===== config.mk =====
export PLATFORM = sky130hd
export DESIGN_NAME = flash_lock_ctrl
export DESIGN_NICKNAME = d
export VERILOG_FILES = /design/src/rtl/flk_pkg.sv /design/src/rtl/flk_range_regs.sv /design/src/rtl/flk_state_array.sv /design/src/rtl/flk_walker.sv /design/src/rtl/flash_lock_ctrl.sv
export SDC_FILE = /design/constraint.sdc
export NUM_CORES = 1
export LEC_CHECK = 0
export BUFFER_PORTS_ARGS = -buffer_cell sky130_fd_sc_hd__buf_2
export CAP_MARGIN = 15
export CORE_MARGIN = 5
export CORE_UTILIZATION = 35
export CTS_CLUSTER_DIAMETER = 30
export CTS_CLUSTER_SIZE = 12
export DETAILED_ROUTE_END_ITERATION = 8
export PLACE_DENSITY_LB_ADDON = 0.15
export SYNTH_ARGS = -nofsm -noshare
export SYNTH_HDL_FRONTEND = slang
export SYNTH_SLANG_ARGS = --single-unit

===== constraint.sdc =====
create_clock -name clk -period 3.5 [get_ports clk]
set_clock_uncertainty 0.2 [all_clocks]
set_input_delay 0.875 -clock clk [delete_from_list [all_inputs] [get_ports clk]]
set_output_delay 0.875 -clock clk [all_outputs]
set_load 0.02 [all_outputs]

===== src/rtl/flk_pkg.sv =====
package flk_pkg;

  typedef logic [2:0] blk_st_t;

  // one-hot block states; the bit positions are visible on qry_state / wp_status
  localparam blk_st_t ST_TIGHT    = 3'b001;
  localparam blk_st_t ST_LOCKED   = 3'b010;
  localparam blk_st_t ST_UNLOCKED = 3'b100;

  localparam logic [7:0] CODE_UNLOCK     = 8'h23;
  localparam logic [7:0] CODE_UNLOCK_ALL = 8'h27;
  localparam logic [7:0] CODE_LOCK       = 8'h2a;
  localparam logic [7:0] CODE_TIGHT      = 8'h2c;

  typedef enum logic [2:0] {
    OP_NONE,
    OP_UNLOCK,
    OP_UNLOCK_ALL,
    OP_LOCK,
    OP_TIGHT
  } walk_op_t;

  function automatic walk_op_t decode_op(input logic [7:0] code);
    walk_op_t op;
    unique case (code)
      CODE_UNLOCK:     op = OP_UNLOCK;
      CODE_UNLOCK_ALL: op = OP_UNLOCK_ALL;
      CODE_LOCK:       op = OP_LOCK;
      CODE_TIGHT:      op = OP_TIGHT;
      default:         op = OP_NONE;
    endcase
    return op;
  endfunction

endpackage


===== src/rtl/flk_range_regs.sv =====
module flk_range_regs #(
  parameter int IDX_W  = 4,
  parameter int DATA_W = 16
) (
  input  logic              clk,
  input  logic              rst_n,
  input  logic              wr_en,
  input  logic              wr_sel,
  input  logic [DATA_W-1:0] wr_data,
  output logic [IDX_W-1:0]  start_o,
  output logic [IDX_W-1:0]  end_o
);

  logic [IDX_W-1:0] start_q, end_q;
  logic [IDX_W-1:0] wr_idx;

  assign wr_idx = wr_data[IDX_W-1:0];

  always_ff @(posedge clk or negedge rst_n) begin
    if (!rst_n) begin
      start_q <= '0;
      end_q   <= '0;
    end else if (wr_en) begin
      if (!wr_sel) begin
        start_q <= wr_idx;
        end_q   <= wr_idx;
      end else begin
        end_q <= wr_idx;
      end
    end
  end

  assign start_o = start_q;
  assign end_o   = end_q;


  start_twin_chk: assert property (@(posedge clk) disable iff (!rst_n)
    (wr_en && !wr_sel) |=> (end_q == start_q));


  end_only_chk: assert property (@(posedge clk) disable iff (!rst_n)
    (wr_en && wr_sel) |=> $stable(start_q));

endmodule


===== src/rtl/flk_state_array.sv =====
module flk_state_array
  import flk_pkg::*;
#(
  parameter int NUM_BLOCKS = 12,
  parameter int IDX_W      = 4
) (
  input  logic             clk,
  input  logic             rst_n,
  input  logic             wr_en,
  input  logic [IDX_W-1:0] wr_idx,
  input  blk_st_t          wr_st,
  input  logic [IDX_W-1:0] rd_idx,
  output blk_st_t          rd_st,
  input  logic [IDX_W-1:0] qry_idx,
  output blk_st_t          qry_st
);

  blk_st_t blk_q [NUM_BLOCKS];

  for (genvar g = 0; g < NUM_BLOCKS; g++) begin : g_blk
    always_ff @(posedge clk or negedge rst_n) begin
      if (!rst_n)                               blk_q[g] <= ST_LOCKED;
      else if (wr_en && (int'(wr_idx) == g))    blk_q[g] <= wr_st;
    end


    tight_sticky_chk: assert property (@(posedge clk) disable iff (!rst_n)
      (blk_q[g] == ST_TIGHT) |=> (blk_q[g] == ST_TIGHT));


    blk_onehot_chk: assert property (@(posedge clk) disable iff (!rst_n)
      $onehot(blk_q[g]));
  end

  // read muxes; an index past the array reads locked
  always_comb begin
    rd_st  = ST_LOCKED;
    qry_st = ST_LOCKED;
    for (int i = 0; i < NUM_BLOCKS; i++) begin
      if (int'(rd_idx) == i)  rd_st  = blk_q[i];
      if (int'(qry_idx) == i) qry_st = blk_q[i];
    end
  end

endmodule


===== src/rtl/flk_walker.sv =====
module flk_walker
  import flk_pkg::*;
#(
  parameter int NUM_BLOCKS = 12,
  parameter int IDX_W      = 4
) (
  input  logic             clk,
  input  logic             rst_n,
  input  logic             cmd_valid,
  input  logic [7:0]       cmd_code,
  output logic             cmd_ready,
  input  logic [IDX_W-1:0] first_blk,
  input  logic [IDX_W-1:0] last_blk,
  output logic [IDX_W-1:0] rd_idx,
  input  blk_st_t          rd_st,
  output logic             wr_en,
  output logic [IDX_W-1:0] wr_idx,
  output blk_st_t          wr_st,
  output logic             busy,
  output logic             done,
  output logic             err,
  output blk_st_t          wp_st
);

  localparam logic [IDX_W:0]   NB_EXT   = (IDX_W+1)'(NUM_BLOCKS);
  localparam logic [IDX_W-1:0] LAST_IDX = IDX_W'(NUM_BLOCKS - 1);

  typedef enum logic {W_IDLE, W_RUN} wstate_t;

  wstate_t          st_q;
  walk_op_t         op_q, op_in;
  logic [IDX_W-1:0] cur_q, last_q;
  logic             done_q, err_q;
  blk_st_t          wp_q;
  logic             accept, fin, err_set;

  assign cmd_ready = (st_q == W_IDLE);
  assign accept    = cmd_valid && cmd_ready;
  assign op_in     = decode_op(cmd_code);

  // per-cycle decision for the block under the cursor
  always_comb begin
    fin     = 1'b0;
    err_set = 1'b0;
    wr_en   = 1'b0;
    wr_st   = rd_st;
    if (st_q == W_RUN) begin
      if (op_q == OP_NONE || cur_q > last_q) begin
        fin = 1'b1;
      end else if ({1'b0, cur_q} >= NB_EXT) begin
        err_set = 1'b1;
        fin     = 1'b1;
      end else begin
        unique case (op_q)
          OP_TIGHT: begin
            if (rd_st != ST_UNLOCKED) begin
              wr_en = 1'b1;
              wr_st = ST_TIGHT;
            end
          end
          OP_LOCK: begin
            if (rd_st == ST_TIGHT) fin = 1'b1;
            else begin
              wr_en = 1'b1;
              wr_st = ST_LOCKED;
            end
          end
          default: begin
            if (rd_st == ST_TIGHT) fin = 1'b1;
            else begin
              wr_en = 1'b1;
              wr_st = ST_UNLOCKED;
            end
          end
        endcase
        if (cur_q == last_q) fin = 1'b1;
      end
    end
  end

  assign rd_idx = cur_q;
  assign wr_idx = cur_q;

  always_ff @(posedge clk or negedge rst_n) begin
    if (!rst_n) begin
      st_q   <= W_IDLE;
      op_q   <= OP_NONE;
      cur_q  <= '0;
      last_q <= '0;
      done_q <= 1'b0;
      err_q  <= 1'b0;
      wp_q   <= ST_LOCKED;
    end else begin
      done_q <= 1'b0;
      if (accept) begin
        st_q  <= W_RUN;
        op_q  <= op_in;
        err_q <= 1'b0;
        if (op_in == OP_UNLOCK_ALL) begin
          cur_q  <= '0;
          last_q <= LAST_IDX;
        end else begin
          cur_q  <= first_blk;
          last_q <= last_blk;
        end
      end else if (st_q == W_RUN) begin
        if (wr_en)   wp_q  <= wr_st;
        if (err_set) err_q <= 1'b1;
        if (fin) begin
          st_q   <= W_IDLE;
          done_q <= 1'b1;
        end else begin
          cur_q <= cur_q + 1'b1;
        end
      end
    end
  end

  assign busy  = (st_q == W_RUN);
  assign done  = done_q;
  assign err   = err_q;
  assign wp_st = wp_q;


  done_after_busy_chk: assert property (@(posedge clk) disable iff (!rst_n)
    done_q |-> $past(st_q == W_RUN));


  done_pulse_chk: assert property (@(posedge clk) disable iff (!rst_n)
    done_q |=> !done_q);


  busy_ignores_cmd_chk: assert property (@(posedge clk) disable iff (!rst_n)
    (st_q == W_RUN) |=> $stable(op_q));


  err_cause_chk: assert property (@(posedge clk) disable iff (!rst_n)
    $rose(err_q) |-> $past({1'b0, cur_q} >= NB_EXT));


  wp_onehot_chk: assert property (@(posedge clk) disable iff (!rst_n)
    $onehot(wp_q));

endmodule


===== src/rtl/flash_lock_ctrl.sv =====
module flash_lock_ctrl
  import flk_pkg::*;
#(
  parameter int NUM_BLOCKS = 12,
  parameter int DATA_W     = 16,
  parameter int IDX_W      = (NUM_BLOCKS > 1) ? $clog2(NUM_BLOCKS) : 1
) (
  input  logic              clk,
  input  logic              rst_n,
  input  logic              reg_wr_en,
  input  logic              reg_wr_sel,
  input  logic [DATA_W-1:0] reg_wr_data,
  output logic [IDX_W-1:0]  start_blk,
  output logic [IDX_W-1:0]  end_blk,
  input  logic              cmd_valid,
  output logic              cmd_ready,
  input  logic [7:0]        cmd_code,
  output logic              busy,
  output logic              done,
  output logic              cmd_err,
  output logic [DATA_W-1:0] wp_status,
  input  logic [IDX_W-1:0]  qry_blk,
  output logic [2:0]        qry_state,
  output logic              qry_writable
);

  logic [IDX_W-1:0] rd_idx, wr_idx;
  blk_st_t          rd_st, wr_st, qry_st, wp_st;
  logic             wr_en;

  flk_range_regs #(.IDX_W(IDX_W), .DATA_W(DATA_W)) u_regs (
    .clk     (clk),
    .rst_n   (rst_n),
    .wr_en   (reg_wr_en),
    .wr_sel  (reg_wr_sel),
    .wr_data (reg_wr_data),
    .start_o (start_blk),
    .end_o   (end_blk)
  );

  flk_walker #(.NUM_BLOCKS(NUM_BLOCKS), .IDX_W(IDX_W)) u_walk (
    .clk       (clk),
    .rst_n     (rst_n),
    .cmd_valid (cmd_valid),
    .cmd_code  (cmd_code),
    .cmd_ready (cmd_ready),
    .first_blk (start_blk),
    .last_blk  (end_blk),
    .rd_idx    (rd_idx),
    .rd_st     (rd_st),
    .wr_en     (wr_en),
    .wr_idx    (wr_idx),
    .wr_st     (wr_st),
    .busy      (busy),
    .done      (done),
    .err       (cmd_err),
    .wp_st     (wp_st)
  );

  flk_state_array #(.NUM_BLOCKS(NUM_BLOCKS), .IDX_W(IDX_W)) u_arr (
    .clk     (clk),
    .rst_n   (rst_n),
    .wr_en   (wr_en),
    .wr_idx  (wr_idx),
    .wr_st   (wr_st),
    .rd_idx  (rd_idx),
    .rd_st   (rd_st),
    .qry_idx (qry_blk),
    .qry_st  (qry_st)
  );

  assign wp_status    = {{(DATA_W-3){1'b0}}, wp_st};
  assign qry_state    = qry_st;
  assign qry_writable = (qry_st == ST_UNLOCKED);


  wp_upper_zero_chk: assert property (@(posedge clk) disable iff (!rst_n)
    wp_status[DATA_W-1:3] == '0);


  ready_idle_chk: assert property (@(posedge clk) disable iff (!rst_n)
    (cmd_valid && cmd_ready) |=> busy);

endmodule


After elaboration in Yosys (flattened, before gate mapping)
Cells that the tools add are included.
Storage, ports and cells
  register bits: 61
  bits in latches: 0
  memory bits (writable): 0
  memory bits (read-only): 0
  output and inout bits: 32
  word-level logic and storage cells: 145
  memories: 0
Cells by class
  $add $sub $neg: 1
  multipliers: 0
  divide/modulo/power cells: 0
  order comparisons: 2
  equality and inequality tests: 34
  shift operators: 0
  multiplexer cells: 61
  bitwise operators: 3
  reductions and logical operators: 23
Operator list (count)
  3-bit 2-to-1 mux: 30
  4-bit equality test, second input constant: 16
  8-bit by 6-bit equality test with 1-bit output, second input constant: 4
  1-bit 2-to-1 mux: 24
  4-bit 2-to-1 mux: 5
  4-bit by 3-bit equality test with 1-bit output, second input constant: 4
  1-bit logical AND: 13
  3-bit case mux with 4 select lines: 1
  4-bit by 2-bit equality test with 1-bit output, second input constant: 2
  4-bit zero test: 2
  3-bit by 2-bit equality test with 1-bit output, second input constant: 2
  3-bit equality test, second input constant: 2
  3-bit case mux with 2 select lines: 1
  2-bit AND reduction: 3
  4-bit by 1-bit adder with 4-bit output, second input constant: 1
  4-bit equality test: 1
  4-bit >= comparator, second input constant: 1
  4-bit > comparator: 1
  2-bit nonzero test: 2
  3-bit by 1-bit equality test with 1-bit output, second input constant: 1
  3-bit zero test: 1
  3-bit inequality test, second input constant: 1
  1-bit NOT: 3
  3-bit AND reduction: 1
  2 further kinds: 2

Longest topological paths before layout
Gate-level depths: netlist of run 1.
  word-level depth: 23
  depth in mapped cells: 13
  depth with buffers taken out: 10

Hierarchy
A second synthesis of run 1 with hierarchy kept.
Unflattened totals
  cell total of the unflattened synthesis: 348
  area, all modules: 3786.1 µm²
Modules (own cells, without submodules)
  flk_state_array: instances 1, cells each 192, area each 2225.9 µm²
  flk_walker: instances 1, cells each 124, area each 1127.3 µm²
  flk_range_regs: instances 1, cells each 17, area each 319.1 µm²
  flash_lock_ctrl: instances 1, cells each 15, area each 113.9 µm²

Worst setup path after synthesis of run 1
Ideal clock, no wire load.
  path kind: input -> output
  start point: input port qry_blk[0]
  end point: output port qry_writable
  data arrival time: 2.888 ns
  data required time: 2.425 ns
  path slack: -0.463 ns
  stages: 7
  path buffers: 2
  cells stage by stage: clkbuf_1 -> buf_1 -> mux2_2 -> nand2_1 -> o21ai_0 -> a22o_1 -> nor3b_1
Between the ends
  word-level cells in the longest chain between the ends: 14
  elaborated cells on any way between the ends: 25
  classes of those cells: eq/ne (12); mux (12); reduce/logical (1)
Ends and longest elaborated chain
  start: declaration: RTL line flash_lock_ctrl.sv:22  | input logic [IDX_W-1:0] qry_blk,
  4-bit zero test: RTL line flk_state_array.sv:41  | if (int'(qry_idx) == i) qry_st = blk_q[i];
  3-bit 2-to-1 mux (11 in series): RTL line flk_state_array.sv:41
  3-bit 2-to-1 mux *: RTL line flk_state_array.sv:41
  net qry_state[0]: RTL line flash_lock_ctrl.sv:23  | output logic [2:0] qry_state,
  3-bit equality test *: RTL line flash_lock_ctrl.sv:74  | assign qry_writable = (qry_st == ST_UNLOCKED);
  end: declaration: RTL line flash_lock_ctrl.sv:24  | output logic qry_writable
The timed path passes the listed nets; every way through them passes the cells marked *.

Worst setup path in the final report of run 1
  start point: input port qry_blk[0]
  end point: output port qry_writable
Between the ends
  word-level cells in the longest chain between the ends: 14
  elaborated cells on any way between the ends: 25
  classes of those cells: eq/ne (12); mux (12); reduce/logical (1)
Ends and longest elaborated chain (RTL line)
  4-bit zero test: flk_state_array.sv:41
  3-bit 2-to-1 mux (11 in series): flk_state_array.sv:41
  3-bit 2-to-1 mux *: flk_state_array.sv:41
  3-bit equality test *: flash_lock_ctrl.sv:74
Every way passes the cells marked *; elsewhere a longest branch is shown, timed or not.

==> results of run 1 <==
[layer usage]
metal,GRT usage,vias to the layer above,share of wire
met3,0.03523,25,0.044
met2,0.2541,81,0.45
li1,-,1509,-
met5,0,-,0
met1,0.2188,1506,0.47
met4,0.09327,0,0.035
[final cells by class]
cell class,count,area (µm²)
Multi-Input combinational cell,276,2241
Tap cell,143,178.9
Sequential cell,61,1543
Clock inverter,7,90.09
Fill cell,1099,6342
Timing Repair Buffer,84,595.6
Clock buffer,9,225.2
Inverter,15,56.30
[cell usage in the layout (no fill, tap or decap), drive strengths merged, types with 5 or more instances in the layout]
cell | Yosys | final
dfstp | 13 | 13
nand4 | 5 | 5
conb | 1 | 13
nand2 | 29 | 29
clkbuf | 6 | 9
mux2 | 47 | 47
nor2b | 7 | 7
buf | 27 | 84
a31oi | 7 | 7
a21oi | 22 | 22
inv | 15 | 15
nand2b | 8 | 8
mux4 | 5 | 5
ha | 8 | 8
o21ai | 21 | 21
nor2 | 18 | 18
and3 | 12 | 12
dfrtp | 48 | 48
[cells by family after synthesis]
| kind of cell | after synthesis |
|---|---|
| simple gates | 104 |
| fa+ha+maj | 8 |
| mux | 56 |
| buf+inv | 48 |
| compound gates | 93 |
| flops | 61 |
| other cells | 1 |
| xor+xnor | 2 |
[cells in the mapped netlist (3+ instances only)]
cell	count
sky130_fd_sc_hd__dfrtp_1	48
sky130_fd_sc_hd__nand2_1	29
sky130_fd_sc_hd__mux2_2	26
sky130_fd_sc_hd__a21oi_1	22
sky130_fd_sc_hd__mux2_4	21
sky130_fd_sc_hd__o21ai_0	20
sky130_fd_sc_hd__nor2_1	17
sky130_fd_sc_hd__buf_4	16
sky130_fd_sc_hd__dfstp_2	13
sky130_fd_sc_hd__inv_1	13
sky130_fd_sc_hd__ha_1	8
sky130_fd_sc_hd__nand2b_1	8
sky130_fd_sc_hd__a31oi_1	7
sky130_fd_sc_hd__and3_4	7
sky130_fd_sc_hd__nor2b_1	7
sky130_fd_sc_hd__clkbuf_1	6
sky130_fd_sc_hd__and3_1	5
sky130_fd_sc_hd__buf_2	5
sky130_fd_sc_hd__buf_6	5
sky130_fd_sc_hd__mux4_2	5
sky130_fd_sc_hd__nand4_1	5
sky130_fd_sc_hd__mux2i_1	4
sky130_fd_sc_hd__nand3b_1	4
sky130_fd_sc_hd__o211ai_1	4
sky130_fd_sc_hd__a211oi_1	3
sky130_fd_sc_hd__a221oi_1	3
sky130_fd_sc_hd__a41oi_1	3
sky130_fd_sc_hd__nor3_1	3
sky130_fd_sc_hd__nor3b_1	3
sky130_fd_sc_hd__o31ai_1	3
sky130_fd_sc_hd__or3_1	3
[power by group]
part	internal [µW]	leakage (µW)	total (µW)	switching [µW]
logic	429	0.00128	963	533
registers	750	0.000763	797	47.2
clock network	619	0.000151	954	335
[sequential cells by signal (all words and copies together), names as in the netlist]
name	count
u_regs.end_o	4
u_walk.busy	1
u_regs.start_o	4
u_walk.wp_st	3
u_walk.err	1
u_walk.rd_idx	4
u_walk.done	1
u_walk.op_q	3
u_arr.blk_q	36
u_walk.last_q	4
[final timing paths]
path,start,to,slack (ps),depth (start not counted)
min in group asynchronous,rst_n,u_arr.blk_q[15],520,2
setup / recovery,qry_blk[0],qry_writable,100,7
hold / removal,u_walk.wp_st[1],u_walk.wp_st[1],270,2
setup reg to reg,u_walk.rd_idx[0],u_arr.blk_q[18],140,12
hold reg to reg,u_walk.wp_st[1],u_walk.wp_st[1],270,2
max in group asynchronous,rst_n,u_walk.wp_st[0],2060,2
[critical path, cell delays in order]
cell	delay, ps
sky130_fd_sc_hd__buf_2	110
sky130_fd_sc_hd__buf_4	150
sky130_fd_sc_hd__mux4_2	520
sky130_fd_sc_hd__o21ai_0	170
sky130_fd_sc_hd__o21ai_1	140
sky130_fd_sc_hd__nor3b_4	190
sky130_fd_sc_hd__buf_2	180
[metrics by stage]
stage	instances	worst slack [ps]	total power, µW
floorplan	385	24.59	1358
global placement	579	5.397	1752
detailed placement	579	-20.34	1760
CTS	595	44.77	2729
global route	595	0.07838	2856
finish	595	96.09	2713
[what timing repair did]
action / CTS / global route
buffers inserted: 0 / 0
setup endpoints to repair: 1 / 30
hold buffers: 0 / 0
hold endpoints to repair: 0 / 0
gates resized for setup: 1 / 5
==> summary.md, run 1 <==
| Metric | Value |
|---|---|
| Status | finished, final reports clean |
| Fin Hold WS | about 270 ps |
| Initial Utilization | 0.3536 |
| Std cell rows | 39 |
| Clk sink count | just over 60 |
| Post-synthesis compound-gate area fraction | 0.1620 |
| Final core occ | 0.4373 |
| Pin count of the biggest net entering global routing | 62 |
| PortBufs | 39 |
| Drt first pass iters | 4 |
| Total count of max-transition violations in the final report | 0 |
| Setup CP Type | primary input to output pin |
| Critical Path Sink Type | output pin |
| Final instance area | approximately 0.0049 mm² |
| Number of global-route vias before repair | between 3000 and 4000 |
| Static power due to leakage | between 0.002 and 0.0025 µW |
| Post-synth EDFFs | 0 |
| Highest attainable clock frequency | 0.2938 GHz |
| Number of endpoints with negative hold slack in the final report | 0 |
| Vias | 3121 |
| Class of the worst hold path | flip-flop to flip-flop |
| First-pass GRT wire length | 17130 µm |
| Synth top area cells | sky130_fd_sc_hd__dfrtp_1, sky130_fd_sc_hd__dfstp_2, sky130_fd_sc_hd__mux2_4, sky130_fd_sc_hd__mux2_2, sky130_fd_sc_hd__buf_4 |
| RSZ-0062 raised after global routing | false |
| Synthesized area | ~0.004 mm² |
| Global-route congestion overflow total | 0 |
| Average size of a mapped cell | 10.69 µm² |
| Detailed Route WL | roughly 11000 µm |
| Post-synthesis adder-cell area fraction | 0.02511 |
| Area share of the leading cell type in the synthesized netlist | 0.3013 |
| Worst skew pair latency | 340 ps |
| TritonCTS clock tree | built |
| Largest family of logic cells by synthesized area | multiplexers |
| Global-route usage over all layers | 0.1664 |
| Placer Congestion | 0.8432 |
| Final ANT Viol Nets | 0 |
| DRC violation count after routing | 0 |
| Setup Total Neg Slack | 0 ps |
| Post-layout nets | ~500 |
| Number of vias per cell | around 5.2 |
| Half-perimeter wire length after placement | ~7800 µm |
| IO Pins | 65 |
| CTS clk-pin slew, worst paths | about 50 ps |
| Final worst-path cycle share | 0.9725 |
| Total core area | approximately 0.011 mm² |
| Worst-Margin Slew | ~810 ps |
| Sequential fraction of the synthesis area | 0.3870 |
| Proportion of layout cells with a drive suffix above 1 | 0.4204 |
| Launching element type of the critical path | primary input |
| CP required | 2420 ps |
| Number of cells produced by synthesis | about 370 |
| Deepest clock path buffer count | 2 |
| Maximum fanout along the worst path | 4 |
| Simple-gate area share of the yosys netlist | 0.1585 |
| Areal power density over the cells | roughly 550 mW/mm² |
| Synthesis-stage register bit count | slightly above 60 |
| Worst-case headroom to the max-slew limit | 0.4625 |
| Synthesis-to-finish area growth | 23.67% |
| Level count of the clock H-tree | 3 |
| Proportion of register bits with asynchronous set or reset after synthesis | 1.000 |
| Total clock buffers created by CTS | 9 |
| CTS root buffer | sky130_fd_sc_hd__clkbuf_16 |
| Antenna violations before repair | 0 |
| Average routed wire per standard cell | 17.74 µm |
| Crit path time final | 3404 ps |
| Post-synthesis xor/xnor area fraction | 0.004394 |
| Area of placed instances | about 0.0046 mm² |
| Maximum vdd ir drop | around 250 µV |
| Chip height | 116.7 µm |
| Floorplan die width | 116.7 µm |
| WP data arrival | approximately 2300 ps |
| Number of diodes added for antenna fixing | 0 |
| Most frequently used flop master after synthesis | sky130_fd_sc_hd__dfrtp_1 |
| Largest area contributor in the netlist | sky130_fd_sc_hd__dfrtp_1 |
| Yosys Warn Count | 0 |
| Count of different cell masters after synthesis | between 60 and 70 |
| MaxCap Viol Count | 0 |
| Count of final setup violators | 0 |
| Detailed Route Iter0 Violations | roughly 140 |
| Multiplexer fraction of the synthesized cell area | 0.1908 |
| Die footprint | 0.01362 mm² |
No activity file was read; power rests on OpenSTA's default activity.
==> run 2: changes to the inputs <==
--- a/config.mk
+++ b/config.mk
@@ -6,12 +6,13 @@
 export NUM_CORES = 1
 export LEC_CHECK = 0
 export BUFFER_PORTS_ARGS = -buffer_cell sky130_fd_sc_hd__buf_2
-export CAP_MARGIN = 15
+export CAP_MARGIN = 20
 export CORE_MARGIN = 5
 export CORE_UTILIZATION = 35
 export CTS_CLUSTER_DIAMETER = 30
 export CTS_CLUSTER_SIZE = 12
 export DETAILED_ROUTE_END_ITERATION = 8
+export MAX_ROUTING_LAYER = met4
 export PLACE_DENSITY_LB_ADDON = 0.15
 export SYNTH_ARGS = -nofsm -noshare
 export SYNTH_HDL_FRONTEND = slang
==> summary.md, run 2 (synthesized netlist as in run 1, its figures left out) <==
| Metric | Value |
|---|---|
| Status | finished, final reports clean |
| Total count of max-transition violations in the final report | 0 (unchanged) |
| Number of endpoints with negative hold slack in the final report | 0 (unchanged) |
| Total core area | 0.01127 mm² (unchanged) |
| Class of the worst hold path | flip-flop to flip-flop |
| Average routed wire per standard cell | 17.86 µm (+0.69%) |
| Number of global-route vias before repair | 3275 (-0.092%) |
| Crit path time final | 3404 ps (+0.4536 ps) |
| Placed cell count | 579 (unchanged) |
| Setup Total Neg Slack | 0 ps (unchanged) |
| Static power due to leakage | 0.002194 µW (unchanged) |
| PortBufs | 39 (unchanged) |
| Areal power density over the cells | 552.0 mW/mm² (+0.29%) |
| IO Pins | 65 (unchanged) |
| Maximum vdd ir drop | 253.9 µV (+0.62%) |
| TritonCTS clock tree | built |
| Pin count of the biggest net entering global routing | 62 (unchanged) |
| Drt first pass iters | 4 (unchanged) |
| WP data arrival | 2330 ps (about the same) |
| DRC violation count after routing | 0 (unchanged) |
| Die footprint | 0.01362 mm² (unchanged) |
| Vias | 3138 (+0.54%) |
| First-pass GRT wire length | 17130 µm (unchanged) |
| Final ANT Viol Nets | 0 (unchanged) |
| Part of the total power dissipated in sequential elements | 0.293 (about the same) |
| Number of diodes added for antenna fixing | 0 (unchanged) |
| Initial Utilization | 0.3536 (unchanged) |
| Deepest clock path buffer count | 2 (unchanged) |
| Fin Hold WS | 269.5 ps (+0.1380 ps) |
| Number of buffers added to fix hold violations after cts | 0 (unchanged) |
| Worst skew pair latency | 340 ps (about the same) |
| Total clock buffers created by CTS | 9 (unchanged) |
| Most common cell after layout, fill and taps aside | sky130_fd_sc_hd__dfrtp_1 |
| Internal power | 1798 µW (about the same) |
| Final core occ | 0.4373 (unchanged) |
| Highest attainable clock frequency | 0.2937 GHz (about the same) |
| Final worst-path cycle share | 0.9727 (about the same) |
| Clk sink count | 61 (unchanged) |
| RSZ-0062 raised after global routing | false |
| Count of final setup violators | 0 (unchanged) |
| Count of non-filler cells in the finished layout | 595 (unchanged) |
| Number of vias per cell | 5.274 (+0.54%) |
| Launching element type of the critical path | primary input |
| Setup CP Type | primary input to output pin |
| Placer Congestion | 0.8564 (+1.6%) |
| Detailed Route WL | 10630 µm (+0.69%) |
| Chip height | 116.7 µm (unchanged) |
| Antenna violations before repair | 0 (unchanged) |
| Maximum fanout along the worst path | 4 (unchanged) |
| CTS clk-pin slew, worst paths | 50 ps (about the same) |
| Detailed Route Iter0 Violations | 137 (unchanged) |
| MaxCap Viol Count | 0 (unchanged) |
| Net switching fraction of the power | 0.3393 (+0.001859) |
| Largest Register | u_arr.blk_q |
| Commonest cells after routing, fill and taps aside | sky130_fd_sc_hd__dfrtp_1, sky130_fd_sc_hd__buf_4, sky130_fd_sc_hd__buf_2 |
| Critical Path Sink Type | output pin |
| Global-route congestion overflow total | 0 (unchanged) |
| Worst-case headroom to the max-slew limit | 0.4568 (-0.005740) |
| CTS root buffer | sky130_fd_sc_hd__clkbuf_16 |
| Clk pwr share | 0.352 (about the same) |
| Sum of internal, switching and leakage power | 2721 µW (+0.29%) |
| Net switching power | 923.4 µW (+0.84%) |
| Post-layout nets | 488 (unchanged) |
| Level count of the clock H-tree | 3 (unchanged) |
| CP required | 2420 ps (about the same) |
| Half-perimeter wire length after placement | 7817 µm (unchanged) |
| Post-CTS setup-driven buffer insertion count | 0 (unchanged) |
| Relative contribution of combinational cells to total power | 0.355 (about the same) |
| Proportion of layout cells with a drive suffix above 1 | 0.4204 (unchanged) |
| Std cell rows | 39 (unchanged) |
| Global-route usage over all layers | 0.1715 (+0.005120) |
| Largest register FFs | 36 (unchanged) |
| Floorplan die width | 116.7 µm (unchanged) |
| Worst-Margin Slew | 814.8 ps (+8.610 ps) |
| Synthesis-to-finish area growth | 23.67% (unchanged) |
==> run 2: critical path, stage by stage <==
cell	delay (ps)
sky130_fd_sc_hd__buf_2	110
sky130_fd_sc_hd__buf_4	150
sky130_fd_sc_hd__mux4_2	520
sky130_fd_sc_hd__o21ai_0	170
sky130_fd_sc_hd__o21ai_1	140
sky130_fd_sc_hd__nor3b_4	190
sky130_fd_sc_hd__buf_2	180
==> run 2: path summary, 6_finish.rpt <==
kind                                        from         endpoint  slack (ps)  cells after the start
worst max-delay path                  qry_blk[0]     qry_writable         100                      7
worst min-delay path             u_walk.wp_st[1]  u_walk.wp_st[1]         270                      2
worst max register to register  u_walk.rd_idx[0]  u_arr.blk_q[18]         150                     12
worst min register to register   u_walk.wp_st[1]  u_walk.wp_st[1]         270                      2
max in group asynchronous                  rst_n  u_walk.wp_st[0]        2050                      2
min in group asynchronous                  rst_n  u_arr.blk_q[15]         520                      2
==> run 2: power by group through the flow <==
| stage | Clock, µW | Combinational (µW) | Sequential (µW) |
|---|---|---|---|
| after CTS | 975 | 957 | 796 |
| after global routing | 1010 | 1050 | 802 |
| after global placement | 0 | 946 | 807 |
| after detailed placement | 0 | 952 | 808 |
| after floorplan | 0 | 550 | 808 |
| final | 958 | 966 | 797 |
==> run 2: stage by stage <==
step	setup WS (ps)	instance area [µm²]
floorplan	24.59	4045
global placement	5.397	4589
detailed placement	-20.34	4589
CTS	44.77	4905
global route	0.07838	4930
finish	95.64	4930
==> run 2: routing by layer <==
| metal | track usage | vias to the layer above | routed length (µm) |
|---|---|---|---|
| met5 | - | - | 0 |
| met1 | 0.2195 | 1511 | 5098 |
| met4 | 0.09098 | 0 | 391 |
| met3 | 0.03575 | 33 | 436 |
| li1 | - | 1514 | - |
| met2 | 0.2545 | 80 | 4702 |
==> run 2: final cells by class <==
class	instances	area, µm²
fill	1099	6342
multi-input combinational	276	2241
sequential	61	1543
timing repair buffer	84	595.6
clock buffer	9	225.2
tap	143	178.9
clock inverter	7	90.09
inverter	15	56.30
==> run 2: repair_timing <==
action                                 in CTS  in global routing
resized for setup                           1                  5
endpoints found under the hold margin       0                  0
setup endpoints to repair                   1                 30
